===== src/rtl/uart9_pkg.sv =====
package uart9_pkg;
    localparam int WORD_W    = 9;
    localparam int FRAME_MAX = 14;   // lead + start + 9 + parity + 2 stop

    typedef enum logic [1:0] {
        RX_IDLE  = 2'd0,
        RX_START = 2'd1,
        RX_BITS  = 2'd2
    } rx_phase_e;

    function automatic logic par_of(input logic [WORD_W-1:0] w, input logic odd);
        return (^w) ^ odd;
    endfunction
endpackage


===== src/rtl/uart9_tx.sv =====
module uart9_tx
    import uart9_pkg::*;
#(
    parameter int OVS = 16
) (
    input  logic              clk,
    input  logic              rst_n,
    input  logic              tick_i,
    input  logic              sync_i,
    input  logic              rise_i,
    input  logic              par_en_i,
    input  logic              par_odd_i,
    input  logic              two_stop_i,
    input  logic              valid_i,
    input  logic [WORD_W-1:0] data_i,
    output logic              ready_o,
    output logic              txd_o
);
    localparam int CW = $clog2(OVS);
    localparam logic [CW-1:0] TLAST = CW'(OVS - 1);

    typedef struct packed {
        logic                 busy;
        logic [FRAME_MAX-1:0] sh;
        logic [3:0]           bitn;
        logic [CW-1:0]        tcnt;
    } tx_st_t;

    tx_st_t q, d;
    logic load, step;
    logic [3:0] nbits;
    logic [FRAME_MAX-2:0] frame;

    always_comb begin
        d     = q;
        load  = valid_i && !q.busy;
        step  = sync_i ? rise_i : (tick_i && (q.tcnt == TLAST));
        nbits = 4'd11 + {3'd0, par_en_i} + {3'd0, two_stop_i} + {3'd0, sync_i};
        frame = {2'b11, (par_en_i ? par_of(data_i, par_odd_i) : 1'b1), data_i, 1'b0};
        if (load) begin
            d.busy = 1'b1;
            // external-clock mode holds one idle bit so the start bit leaves on a rising edge
            d.sh   = sync_i ? {frame, 1'b1} : {1'b1, frame};
            d.bitn = '0;
            d.tcnt = '0;
        end else if (q.busy) begin
            if (!sync_i && tick_i) begin
                d.tcnt = (q.tcnt == TLAST) ? '0 : q.tcnt + 1'b1;
            end
            if (step) begin
                if (q.bitn == nbits - 4'd1) begin
                    d.busy = 1'b0;
                end else begin
                    d.sh   = {1'b1, q.sh[FRAME_MAX-1:1]};
                    d.bitn = q.bitn + 4'd1;
                end
            end
        end
    end

    always_ff @(posedge clk or negedge rst_n) begin
        if (!rst_n) q <= '0;
        else        q <= d;
    end

    assign txd_o   = q.busy ? q.sh[0] : 1'b1;
    assign ready_o = !q.busy;

    assert_start_low_R1: assert property (@(posedge clk) disable iff (!rst_n)
        (!sync_i && load) |=> !txd_o);

    assert_tick_paced_R2: assert property (@(posedge clk) disable iff (!rst_n)
        (!sync_i && !tick_i && !load) |=> $stable(txd_o));

    assert_sync_rise_only_R3: assert property (@(posedge clk) disable iff (!rst_n)
        (sync_i && !rise_i && !load) |=> $stable(txd_o));

    assert_busy_after_load_R11: assert property (@(posedge clk) disable iff (!rst_n)
        load |=> !ready_o);
endmodule


===== src/rtl/uart9_rx.sv =====
module uart9_rx
    import uart9_pkg::*;
#(
    parameter int OVS = 16
) (
    input  logic              clk,
    input  logic              rst_n,
    input  logic              tick_i,
    input  logic              sync_i,
    input  logic              fall_i,
    input  logic              rxd_i,
    input  logic              par_en_i,
    input  logic              par_odd_i,
    input  logic              two_stop_i,
    input  logic              attn_i,
    input  logic              read_i,
    output logic [WORD_W-1:0] data_o,
    output logic              ready_o,
    output logic              frame_err_o,
    output logic              par_err_o,
    output logic              overrun_o
);
    localparam int CW = $clog2(OVS);
    localparam logic [CW-1:0] TLAST = CW'(OVS - 1);
    localparam logic [CW-1:0] HCHK  = CW'(OVS / 2 - 2);

    typedef struct packed {
        rx_phase_e         ph;
        logic [CW-1:0]     tcnt;
        logic [3:0]        bitn;
        logic [WORD_W-1:0] shw;
        logic              perr;
        logic              ferr;
        logic [WORD_W-1:0] bdat;
        logic              rdy;
        logic              bferr;
        logic              bperr;
        logic              ovr;
    } rx_st_t;

    rx_st_t q, d;
    logic samp, done, accept;
    logic [3:0] last;

    always_comb begin
        d      = q;
        samp   = 1'b0;
        done   = 1'b0;
        accept = 1'b0;
        last   = 4'd9 + {3'd0, par_en_i} + {3'd0, two_stop_i};
        if (read_i) begin
            d.rdy = 1'b0;
            d.ovr = 1'b0;
        end
        case (q.ph)
            RX_IDLE: begin
                if (sync_i) begin
                    if (fall_i && !rxd_i) begin
                        d.ph = RX_BITS; d.bitn = '0; d.perr = 1'b0; d.ferr = 1'b0;
                    end
                end else if (tick_i && !rxd_i) begin
                    d.ph = RX_START; d.tcnt = '0;
                end
            end
            RX_START: begin
                if (sync_i) begin
                    d.ph = RX_IDLE;
                end else if (tick_i) begin
                    if (q.tcnt == HCHK) begin
                        if (rxd_i) d.ph = RX_IDLE;
                        else begin
                            d.ph = RX_BITS; d.tcnt = '0; d.bitn = '0;
                            d.perr = 1'b0; d.ferr = 1'b0;
                        end
                    end else begin
                        d.tcnt = q.tcnt + 1'b1;
                    end
                end
            end
            RX_BITS: begin
                if (sync_i) begin
                    samp = fall_i;
                end else if (tick_i) begin
                    samp   = (q.tcnt == TLAST);
                    d.tcnt = samp ? '0 : q.tcnt + 1'b1;
                end
                if (samp) begin
                    if (q.bitn < 4'd9)                          d.shw  = {rxd_i, q.shw[WORD_W-1:1]};
                    else if (par_en_i && (q.bitn == 4'd9))      d.perr = par_of(q.shw, par_odd_i) ^ rxd_i;
                    else if (!rxd_i)                            d.ferr = 1'b1;
                    d.bitn = q.bitn + 4'd1;
                    if (q.bitn == last) begin
                        done = 1'b1;
                        d.ph = RX_IDLE;
                    end
                end
            end
            default: d.ph = RX_IDLE;
        endcase
        if (done) begin
            accept = !attn_i || q.shw[WORD_W-1];
            if (accept) begin
                if (q.rdy && !read_i) begin
                    d.ovr = 1'b1;
                end else begin
                    d.bdat  = q.shw;
                    d.rdy   = 1'b1;
                    d.bferr = d.ferr;
                    d.bperr = d.perr;
                end
            end
        end
    end

    always_ff @(posedge clk or negedge rst_n) begin
        if (!rst_n) q <= '0;
        else        q <= d;
    end

    assign data_o      = q.bdat;
    assign ready_o     = q.rdy;
    assign frame_err_o = q.rdy & q.bferr;
    assign par_err_o   = q.rdy & q.bperr;
    assign overrun_o   = q.ovr;

    assert_read_clears_R5: assert property (@(posedge clk) disable iff (!rst_n)
        (read_i && !done) |=> (!ready_o && !overrun_o));

    assert_attn_drop_R7: assert property (@(posedge clk) disable iff (!rst_n)
        (done && attn_i && !q.shw[WORD_W-1] && !read_i) |=> ($stable(data_o) && $stable(ready_o)));

    assert_overrun_keep_R10: assert property (@(posedge clk) disable iff (!rst_n)
        (done && accept && q.rdy && !read_i) |=> (overrun_o && $stable(data_o)));
endmodule


===== src/rtl/nine_bit_uart.sv =====
module nine_bit_uart
    import uart9_pkg::*;
#(
    parameter int OVS = 16
) (
    input  logic              clk,
    input  logic              rst_n,
    input  logic              tick_16x,
    input  logic              sync_mode,
    input  logic              ext_sclk,
    input  logic              parity_en,
    input  logic              parity_odd,
    input  logic              two_stop,
    input  logic              attn_mode,
    input  logic              tx_valid,
    input  logic [WORD_W-1:0] tx_data,
    output logic              tx_ready,
    output logic              txd,
    input  logic              rxd,
    input  logic              rx_read,
    output logic [WORD_W-1:0] rx_data,
    output logic              rx_ready,
    output logic              frame_err,
    output logic              parity_err,
    output logic              overrun,
    output logic              irq
);
    logic sclk_d, sclk_q;
    logic sclk_rise, sclk_fall;

    always_comb begin
        sclk_d    = ext_sclk;
        sclk_rise = ext_sclk & ~sclk_q;
        sclk_fall = ~ext_sclk & sclk_q;
    end

    always_ff @(posedge clk or negedge rst_n) begin
        if (!rst_n) sclk_q <= 1'b0;
        else        sclk_q <= sclk_d;
    end

    uart9_tx #(.OVS(OVS)) u_tx (
        .clk        (clk),
        .rst_n      (rst_n),
        .tick_i     (tick_16x),
        .sync_i     (sync_mode),
        .rise_i     (sclk_rise),
        .par_en_i   (parity_en),
        .par_odd_i  (parity_odd),
        .two_stop_i (two_stop),
        .valid_i    (tx_valid),
        .data_i     (tx_data),
        .ready_o    (tx_ready),
        .txd_o      (txd)
    );

    uart9_rx #(.OVS(OVS)) u_rx (
        .clk         (clk),
        .rst_n       (rst_n),
        .tick_i      (tick_16x),
        .sync_i      (sync_mode),
        .fall_i      (sclk_fall),
        .rxd_i       (rxd),
        .par_en_i    (parity_en),
        .par_odd_i   (parity_odd),
        .two_stop_i  (two_stop),
        .attn_i      (attn_mode),
        .read_i      (rx_read),
        .data_o      (rx_data),
        .ready_o     (rx_ready),
        .frame_err_o (frame_err),
        .par_err_o   (parity_err),
        .overrun_o   (overrun)
    );

    assign irq = rx_ready;

    assert_irq_addr_only_R7: assert property (@(posedge clk) disable iff (!rst_n)
        (attn_mode && $rose(irq)) |-> rx_data[WORD_W-1]);

    assert_irq_follows_ready_R6: assert property (@(posedge clk) disable iff (!rst_n)
        (!attn_mode && $rose(rx_ready)) |-> irq);
endmodule


===== config.mk =====
export PLATFORM = sky130hd
export DESIGN_NAME = nine_bit_uart
export DESIGN_NICKNAME = d
export VERILOG_FILES = /design/src/rtl/uart9_pkg.sv /design/src/rtl/uart9_tx.sv /design/src/rtl/uart9_rx.sv /design/src/rtl/nine_bit_uart.sv
export SDC_FILE = /design/constraint.sdc
export NUM_CORES = 1
export LEC_CHECK = 0
export ABC_CLOCK_PERIOD_IN_PS = 1800
export BUFFER_PORTS_ARGS = -buffer_cell sky130_fd_sc_hd__clkbuf_2
export CAP_MARGIN = 20
export CORE_ASPECT_RATIO = 0.8
export CORE_MARGIN = 8
export CORE_UTILIZATION = 53
export CTS_CLUSTER_SIZE = 12
export DETAILED_ROUTE_END_ITERATION = 6
export GPL_TIMING_DRIVEN = 0
export PLACE_DENSITY_LB_ADDON = 0.15
export SLEW_MARGIN = 20
export SYNTH_ARGS = -nofsm -noshare
export SYNTH_HDL_FRONTEND = slang
export SYNTH_HIERARCHICAL = 1
export SYNTH_SLANG_ARGS = --single-unit

===== constraint.sdc =====
create_clock -name clk -period 1.8 [get_ports clk]
set_input_delay 0.18 -clock clk [delete_from_list [all_inputs] [get_ports clk]]
set_output_delay 0.18 -clock clk [all_outputs]
set_load 0.01 [all_outputs]

==> results of run 1 <==
[per-stage QoR]
stage / power [mW] / cell area [um2] / hold WS (ns)
floorplan: 2.588 / 3448 / -0.1156
global placement: 2.882 / 3734 / 0.3221
detailed placement: 2.923 / 3756 / 0.1500
CTS: 4.489 / 4242 / 0.03596
global route: 5.176 / 4549 / 0.03379
finish: 4.919 / 4549 / 0.05095
[flip-flops by register name (all words and copies together) (netlist names)]
| register | flops |
|---|---|
| sclk_q | 1 |
| u_rx/data_o | 9 |
| u_rx/overrun_o | 1 |
| u_rx/q | 23 |
| u_rx/ready_o | 1 |
| u_tx/q | 23 |
[worst max-delay path: stages (launching register included)]
cell	delay (ns)
dfrtp_1	0.45
nor2b_1	0.19
and3_2	0.28
o2111ai_4	0.17
a21oi_4	0.22
buf_6	0.17
mux2_4	0.30
[per-layer routing]
metal  track usage (%)  wire, um  up-vias  share of wire (%)
met5                 0         0        -                  0
met4             4.910        59        0               0.71
met3             5.251       375        6                4.5
met2             29.09      4058       47                 49
met1             22.15      3814     1345                 46
li1                  -         -     1304                  -
[worst max-delay path by stage]
stage	end	slack, ns	cells past startpoint
after floorplan	u_tx/q[9]	-0.02	8
after global placement	u_tx/q[10]	-0.47	10
after detailed placement	u_tx/q[10]	-0.51	10
after CTS	u_rx/q[1]	-0.09	7
after global routing	u_rx/q[1]	-0.19	7
final	u_rx/q[1]	-0.10	6
[kinds of logic after synthesis]
family	Yosys count	synth area share [%]
XOR/XNOR	22	6.499
adder cells (fa/ha/maj)	13	5.022
multiplexers	30	9.933
flip-flops	58	42.84
AND/OR/NAND/NOR	73	12.48
AO/OA/AOI/OAI	81	16.54
buffers and inverters	46	6.684
[final cells by class]
cell class,count,area [um2]
Buffer,18,148.9
Clock buffer,12,155.1
Clock inverter,4,73.82
Fill cell,457,1729
Inverter,27,103.9
Multi-Input combinational cell,220,2081
Sequential cell,58,1458
Tap cell,84,105.1
Timing Repair Buffer,63,424.2
[power groups by stage]
stage | Clock [mW] | Sequential (mW) | Combinational, mW
after floorplan | 0 | 1.68 | 0.904
after global placement | 0 | 1.73 | 1.15
after detailed placement | 0 | 1.74 | 1.18
after CTS | 1.41 | 1.72 | 1.36
after global routing | 1.47 | 1.78 | 1.93
final | 1.38 | 1.75 | 1.79
[cells in the mapped netlist, types with 3 or more instances]
cell type  instances  area (um2)
nand3_1           10       50.05
dfrtp_1           58        1451
o2111ai_1          3       26.28
nand2b_1           6       37.54
xor2_1             7       61.31
mux2i_1            4       40.04
a31oi_1            3       18.77
nor2b_1            5       31.28
o21ai_0           18       90.09
buf_2              4       20.02
a21oi_1           16       80.08
and3_1             4       25.02
and2_1             5       31.28
xnor2_1           13       113.9
a221oi_1           7       61.31
nor2_1             7       26.28
nand2_1           20       75.07
a22o_1             3       26.28
inv_1             27       101.4
mux2_2            23       259.0
o21a_1             3       22.52
o31ai_1            3       22.52
a221o_1            3       30.03
a22oi_1            3       22.52
ha_1              12       150.1
buf_4             11       82.58
[repair_timing]
action / CTS / global route
setup buffers: 13 / 11
endpoints found under the hold margin: 26 / 0
resized for setup: 33 / 55
gates cloned: 1 / 1
setup endpoints to repair: 42 / 45
pin swaps: 11 / 18
hold buffers: 2 / 0
==> metrics.txt, run 1 <==
Detail Route Antenna Nets 0; Die ar. 9224 um2; Area growth, synth to finish 34.27%; PwrDens approximately 1100 nW/um2; r2r endpoint u_rx/q[1]; cell-internal power roughly 3.2 mW; RSZ-0062 raised after global routing yes; clock slew at reported path FFs ~0.070 ns; fin util 72.46%; TritonCTS Buffers 9; Leak approximately 2.2 nW; clock share of power 28.0%; DRT iter0 DRCs 218; first-pass GRT wire length about 13 mm; EDFF count, synth 0; Top FF cell, synth dfrtp_1; Die Span Y between 80 and 90 um; crit path kind reg -> reg; via count between 2000 and 3000; Seq pwr share a little over a third; Min-Delay Startpoint rx_read; final hold vios 0; routed vias/inst roughly 5.6; Critical Path Source Type flip-flop; Syn. warnings 6; Tightest Hold Check Type in -> reg; GRT Total Usage between 10% and 20%; Post-Route WL roughly 8.3 mm; DRC viols 0; clock tree buffer depth 2; post-DP HPWL 5.316 mm; flop2flop setup slack -0.10 ns; worst r2r src u_rx/q[26]; syn avg cell area approximately 10 um2; CTS H-Tree Depth 3; Endpoint, Worst Hold u_rx/ready_o; largest net degree at the start of global routing 34; root buffer selected by CTS clkbuf_8; Worst EP arrival between 2 and 2.5 ns; Final Cycle Share 105.8%; initial antenna violation count 0; final setup fails 15; Die Wd 105.4 um; post-synthesis async set-or-reset flop share 100.0%; switching pwr ~1.7 mW; CORE AREA roughly 6300 um2; clk_lat worst skew between 0.3 and 0.4 ns; Tmin final around 1.9 ns; Synth Cell Area around 3400 um2; failing checks negative setup slack; Total Neg Setup Slack -1.131 ns; Worst setup startpoint u_rx/q[26]; Synth Instances approximately 320; wire per inst around 17 um; first drt pass iteration count 4; number of cells on the worst hold path 2; Fin Clk Skew ~0.0087 ns; vias in the first global route approximately 2700; Gate power share 36.4%; GRT overflow 0; layout cell share with drive strength beyond 1 around 42%; fmax 525.3 MHz; Setup WS post-layout -0.1038 ns; Slew HR approximately 75%; Synth cell types a little over 60; worst slew pin tran approximately 0.37 ns; CTS tree built; Final #Nets about 430; CP max FO 7; #FFs+latches synth 58; Net Count, Synth between 300 and 400; Ports 37; final non-filler cell total 486; crit end category flip-flop; Placed Cells approximately 440; Initial Util ~54%; commonest non-fill, non-tap cell in the layout dfrtp_1; CTS sink count 58; peak supply drop 0.9260 mV; Sw Share ~34%; status finished, violations left; Max Slew Vio Count 0; post-synthesis sequential area ratio a little over two fifths; RD Place Congestion between 0.8 and 0.9; Setup WS pre-CTS -0.5061 ns; cells on worst reg2reg path 6; Max-Cap Viols 0; CP Data Required Time 2.01 ns; diode count 0; PortBufs 36; FP Rows 26; most frequent cells in the layout dfrtp_1 (53), clkbuf_2 (35), buf_4 (32)
No activity file was read; power rests on OpenSTA's default activity.
==> run 2: changes to the inputs <==
--- a/config.mk
+++ b/config.mk
@@ -15,8 +15,9 @@
 export DETAILED_ROUTE_END_ITERATION = 6
 export GPL_TIMING_DRIVEN = 0
 export PLACE_DENSITY_LB_ADDON = 0.15
-export SLEW_MARGIN = 20
+export SLEW_MARGIN = 30
 export SYNTH_ARGS = -nofsm -noshare
 export SYNTH_HDL_FRONTEND = slang
 export SYNTH_HIERARCHICAL = 1
 export SYNTH_SLANG_ARGS = --single-unit
+export TNS_END_PERCENT = 50
==> run 2 against run 1 <==
The run still ends with negative setup slack left. Clock power is 3% lower. Register-to-register slack hardly changed. Power decreased by 6.9%. Fmax is 0.46% higher. Critical path type unchanged. Critical endpoint is now u_rx/q[24]. Largest cell class unchanged. Largest power group is now sequential cells.
==> metrics.txt, run 2 (synthesis gave the netlist of run 1 again) <==
routed vias/inst around 5.6; via count 2711; PnR Total Power 4.578 mW; Die Wd 105.4 um; Max Slew Vio Count 0; worst slew pin tran 0.6485 ns; peak supply drop just under 0.7 mV; slowest stage cell, crit path dfrtp_2; Area growth, synth to finish 29.17%; CTS H-Tree Depth 3; diode count 0; met1 GRT Util 22.52%; CORE AREA 6279 um2; RSZ-0062 raised after global routing yes; # fillers about 480; Placed Area around 3800 um2; GR peak layer met2; Worst EP arrival 2.17 ns; CTS sink count 58; CTS tree built; fmax 527.7 MHz; Tmin final 1.895 ns; Max-Cap Viols 0; final hold vios 0; flop2flop setup slack -0.1 ns; GRT Total Usage around 17%; root buffer selected by CTS clkbuf_8; Initial Util a little over half; clock tree buffer depth 2; Ports 37; clk_lat worst skew roughly 0.34 ns; failing checks negative setup slack; Die Span Y around 90 um; status finished, violations left; initial antenna violation count 0; commonest non-fill, non-tap cell in the layout dfrtp_1; CP delay by family, top compound AO/OA/AOI/OAI gates; Final Cycle Share 105.3%; vias in the first global route 2624; Fin Clk Skew ~0.0065 ns; crit end category flip-flop; DRC viols 0; most frequent cells in the layout dfrtp_1 (54), clkbuf_2 (34), buf_4 (30); GRT overflow 0; CP Data Required Time ~2.1 ns; crit path kind reg -> reg; met3 GRT Util roughly 6.7%; PortBufs 36; first-pass GRT wire length roughly 13 mm; Leak roughly 2.1 nW; met2 Use GR 26.35%; TritonCTS Buffers 9; Tightest Hold Check Type in -> reg; post-layout instance area about 4400 um2; Final #Nets 428; CP max FO 5; largest net degree at the start of global routing 36; DRT iter0 DRCs roughly 140; Die ar. ~9200 um2; Slew HR between 50% and 60%; RD Place Congestion a little over 0.8; final setup fails 13; Detail Route Antenna Nets 0; layout cell share with drive strength beyond 1 38.94%; post-DP HPWL between 5 and 6 mm; Post-Route WL 7.884 mm; wire per inst around 16 um; Max stage delay on crit path around 0.45 ns; crit path cell chain inv_2, ha_4, nand3b_1, o31ai_4, buf_4, buf_6, nand4_1, o21ai_1, a22o_1; fin util 69.71%; CP Buf/Inv Count 3; clock slew at reported path FFs 0.07 ns; first drt pass iteration count 4; Critical Path Source Type flip-flop; PwrDens around 1000 nW/um2; Min Hold Slack 0.04182 ns; FP Rows 26; Setup WS post-layout -0.09511 ns
run 2: path summary, 6_finish.rpt:
check	to	cells past startpoint	start
worst max register to register	u_rx/q[24]	9	u_rx/q[28]
min in group asynchronous	u_rx/q[32]	2	rst_n
worst min register to register	u_tx/q[21]	1	u_tx/q[21]
worst max-delay path	u_rx/q[24]	9	u_rx/q[28]
max in group asynchronous	u_rx/q[23]	3	rst_n
worst min-delay path	u_rx/ready_o	2	rx_read
run 2: what timing repair did:
action,4_1_cts,5_1_grt
hold buffers,2,0
resized for setup,29,30
endpoints found under the setup margin,43,47
endpoints found under the hold margin,24,0
setup buffers,12,8
gates cloned,1,0
pin swaps,9,11
run 2: cell type report:
cell class | count | area, um2 | share of cell area [%]
repair buffers | 60 | 397.9 | 9.091
well taps | 84 | 105.1 | 2.401
plain buffers | 19 | 146.4 | 3.345
flip-flops and latches | 58 | 1456 | 33.28
multi-input cells | 219 | 1951 | 44.57
inverters | 27 | 103.9 | 2.373
clock inverters | 5 | 78.83 | 1.801
clock buffers | 10 | 137.6 | 3.145
run 2: through the flow:
step           setup slack, ns  setup TNS [ns]  instances
2_1_floorplan         -0.01655        -0.04606        323
3_3_place_gp           -0.4636          -12.33        443
3_5_place_dp           -0.5125          -13.76        444
4_1_cts                -0.1266          -1.087        474
5_1_grt                -0.1576          -2.328        482
6_report              -0.09511         -0.8203        482
run 2: where the power goes:
part	switching, mW	leakage, nW	internal, mW
logic	0.770	1.25	0.718
clock network	0.533	0.112	0.806
registers	0.233	0.751	1.52
total	1.54	2.12	3.04
run 2: routing by layer:
layer  vias to the layer above  share of wire, %
li1                       1304                 -
met1                      1330                46
met2                        68                47
met3                         9               5.6
met4                         0              0.98
met5                         -                 0
==> run 3: changes to the inputs <==
--- a/config.mk
+++ b/config.mk
@@ -8,10 +8,11 @@
 export ABC_CLOCK_PERIOD_IN_PS = 1800
 export BUFFER_PORTS_ARGS = -buffer_cell sky130_fd_sc_hd__clkbuf_2
 export CAP_MARGIN = 20
+export CELL_PAD_IN_SITES_DETAIL_PLACEMENT = 0
+export CELL_PAD_IN_SITES_GLOBAL_PLACEMENT = 1
 export CORE_ASPECT_RATIO = 0.8
 export CORE_MARGIN = 8
-export CORE_UTILIZATION = 53
-export CTS_CLUSTER_SIZE = 12
+export CORE_UTILIZATION = 42
 export DETAILED_ROUTE_END_ITERATION = 6
 export GPL_TIMING_DRIVEN = 0
 export PLACE_DENSITY_LB_ADDON = 0.15
==> run 3 against run 2 <==
The run still ends with negative setup slack left. Critical path depth is 2 lower. Clock power down 10%. Flip-flop and latch count unchanged. Wire length up 0.51%. Register-to-register slack improved by 0.06 ns. Clock skew increased by 0.0058 ns. Largest cell class unchanged. Highest routed layer unchanged.
==> metrics.txt, run 3 (synthesis gave the netlist of run 1 again) <==
RD Place Congestion slightly below 0.8; CTS H-Tree Depth 3; # fillers between 700 and 800; final setup fails 11; Detail Route Antenna Nets 0; Post-Route WL roughly 7.9 mm; status finished, violations left; root buffer selected by CTS clkbuf_8; diode count 0; vias in the first global route 2579; Max Slew Vio Count 0; routed vias/inst 5.112; Final #Nets 429; Ports 37; Slew HR a little over half; fin util a little under three fifths; TritonCTS Buffers 9; most frequent cells in the layout dfrtp_1 (55), clkbuf_2 (34), buf_4 (33); Worst EP arrival between 2 and 2.5 ns; Die ar. about 11000 um2; PnR Total Power roughly 4.5 mW; final non-filler cell total between 500 and 600; crit end category flip-flop; Placed Cells 468; Total Neg Setup Slack -0.2032 ns; clk_lat worst skew roughly 0.34 ns; Tightest Hold Check Type in -> reg; register area between 1000 and 1500 um2; Critical Path Source Type flip-flop; PwrDens approximately 1000 nW/um2; CP Data Required Time around 2 ns; Tmin final 1.832 ns; Die Span Y around 96 um; Max-Cap Viols 0; Setup WS post-layout -0.03201 ns; commonest non-fill, non-tap cell in the layout dfrtp_1; failing checks negative setup slack; Leak approximately 2.1 nW; Final Cycle Share 101.8%; clock slew at reported path FFs around 0.070 ns; via count around 2600; first drt pass iteration count 5; area of the multi-input gates around 2000 um2; clock tree buffer depth 2; initial antenna violation count 0; RSZ-0062 raised after global routing yes; worst slew pin tran ~0.68 ns; FP Rows 29; CTS sink count 58; Area growth, synth to finish 31.13%; layout cell share with drive strength beyond 1 39.35%; CTS tree built; fmax about 550 MHz; CORE AREA around 7900 um2; DRT iter0 DRCs 137; final hold vios 0; Fin Clk Skew 0.01223 ns; DRC viols 0; Initial Util between 40% and 50%; CP max FO 5; GRT Total Usage between 10% and 20%; Die Wd ~120 um; PortBufs 36; first-pass GRT wire length 13.08 mm; largest net degree at the start of global routing 44; crit path kind reg -> reg; wire per inst ~16 um; post-DP HPWL 5.298 mm; GRT overflow 0; peak supply drop 0.4937 mV
-- run 3: changes by cell type in the layout (fill, tap and decap cells not counted), sizes merged --
cell	delta
bufinv	-1
clkbuf	+1
clkinv	-1
clkinvlp	+2
-- run 3: what timing repair did --
action / CTS / global route
buffers inserted: 12 / 9
setup endpoints to repair: 45 / 45
pin swaps: 14 / 15
hold buffers: 2 / 0
endpoints found under the hold margin: 16 / 0
gates resized for setup: 33 / 34
gates cloned: 1 / 0
-- run 3: layout make-up --
| class | count | area share, % |
|---|---|---|
| multi-input combinational | 219 | 44.83 |
| sequential | 58 | 32.75 |
| timing repair buffer | 61 | 9.293 |
| buffer | 19 | 3.407 |
| clock buffer | 10 | 3.098 |
| tap | 108 | 3.041 |
| inverter | 27 | 2.337 |
| clock inverter | 5 | 1.239 |
-- run 3: report_power, final --
part,switching [mW],internal (mW),total [mW]
combinational,0.806,0.786,1.59
sequential,0.220,1.52,1.74
clock,0.538,0.664,1.20
total,1.56,2.97,4.53
-- run 3: routing by layer --
metal  global-route usage (%)  wire length (um)
met3                    4.765               370
met5                        0                 0
met2                    21.99              3467
met4                    3.552                38
met1                    21.15              4047
-- run 3: final timing paths --
path | start | endpoint | slack (ns) | depth (start not counted)
worst max-delay path | u_rx/q[29] | u_rx/q[2] | -0.03 | 7
worst min-delay path | rx_read | u_rx/ready_o | 0.06 | 2
worst max register to register | u_rx/q[29] | u_rx/q[2] | -0.03 | 7
worst min register to register | u_tx/q[21] | u_tx/q[21] | 0.48 | 1
max in group asynchronous | rst_n | u_rx/q[26] | 1.02 | 3
min in group asynchronous | rst_n | u_rx/q[32] | 0.27 | 2
-- run 3: critical path: stages, from the launching register on --
cell and delay (ns):
dfrtp_1 0.42, ha_4 0.17, nand3_4 0.09, o21ai_4 0.21, o2111ai_4 0.14, a21oi_4 0.20, buf_6 0.17, mux2_4 0.30
-- run 3: through the flow --
stage | cell area [um2] | setup WS [ns] | hold WS (ns)
detailed placement | 3794 | -0.5627 | 0.1006
global route | 4443 | -0.1014 | 0.05789
CTS | 4240 | -0.1047 | 0.04298
global placement | 3764 | -0.5201 | 0.3229
finish | 4443 | -0.03201 | 0.06154
floorplan | 3448 | -0.01655 | -0.1156
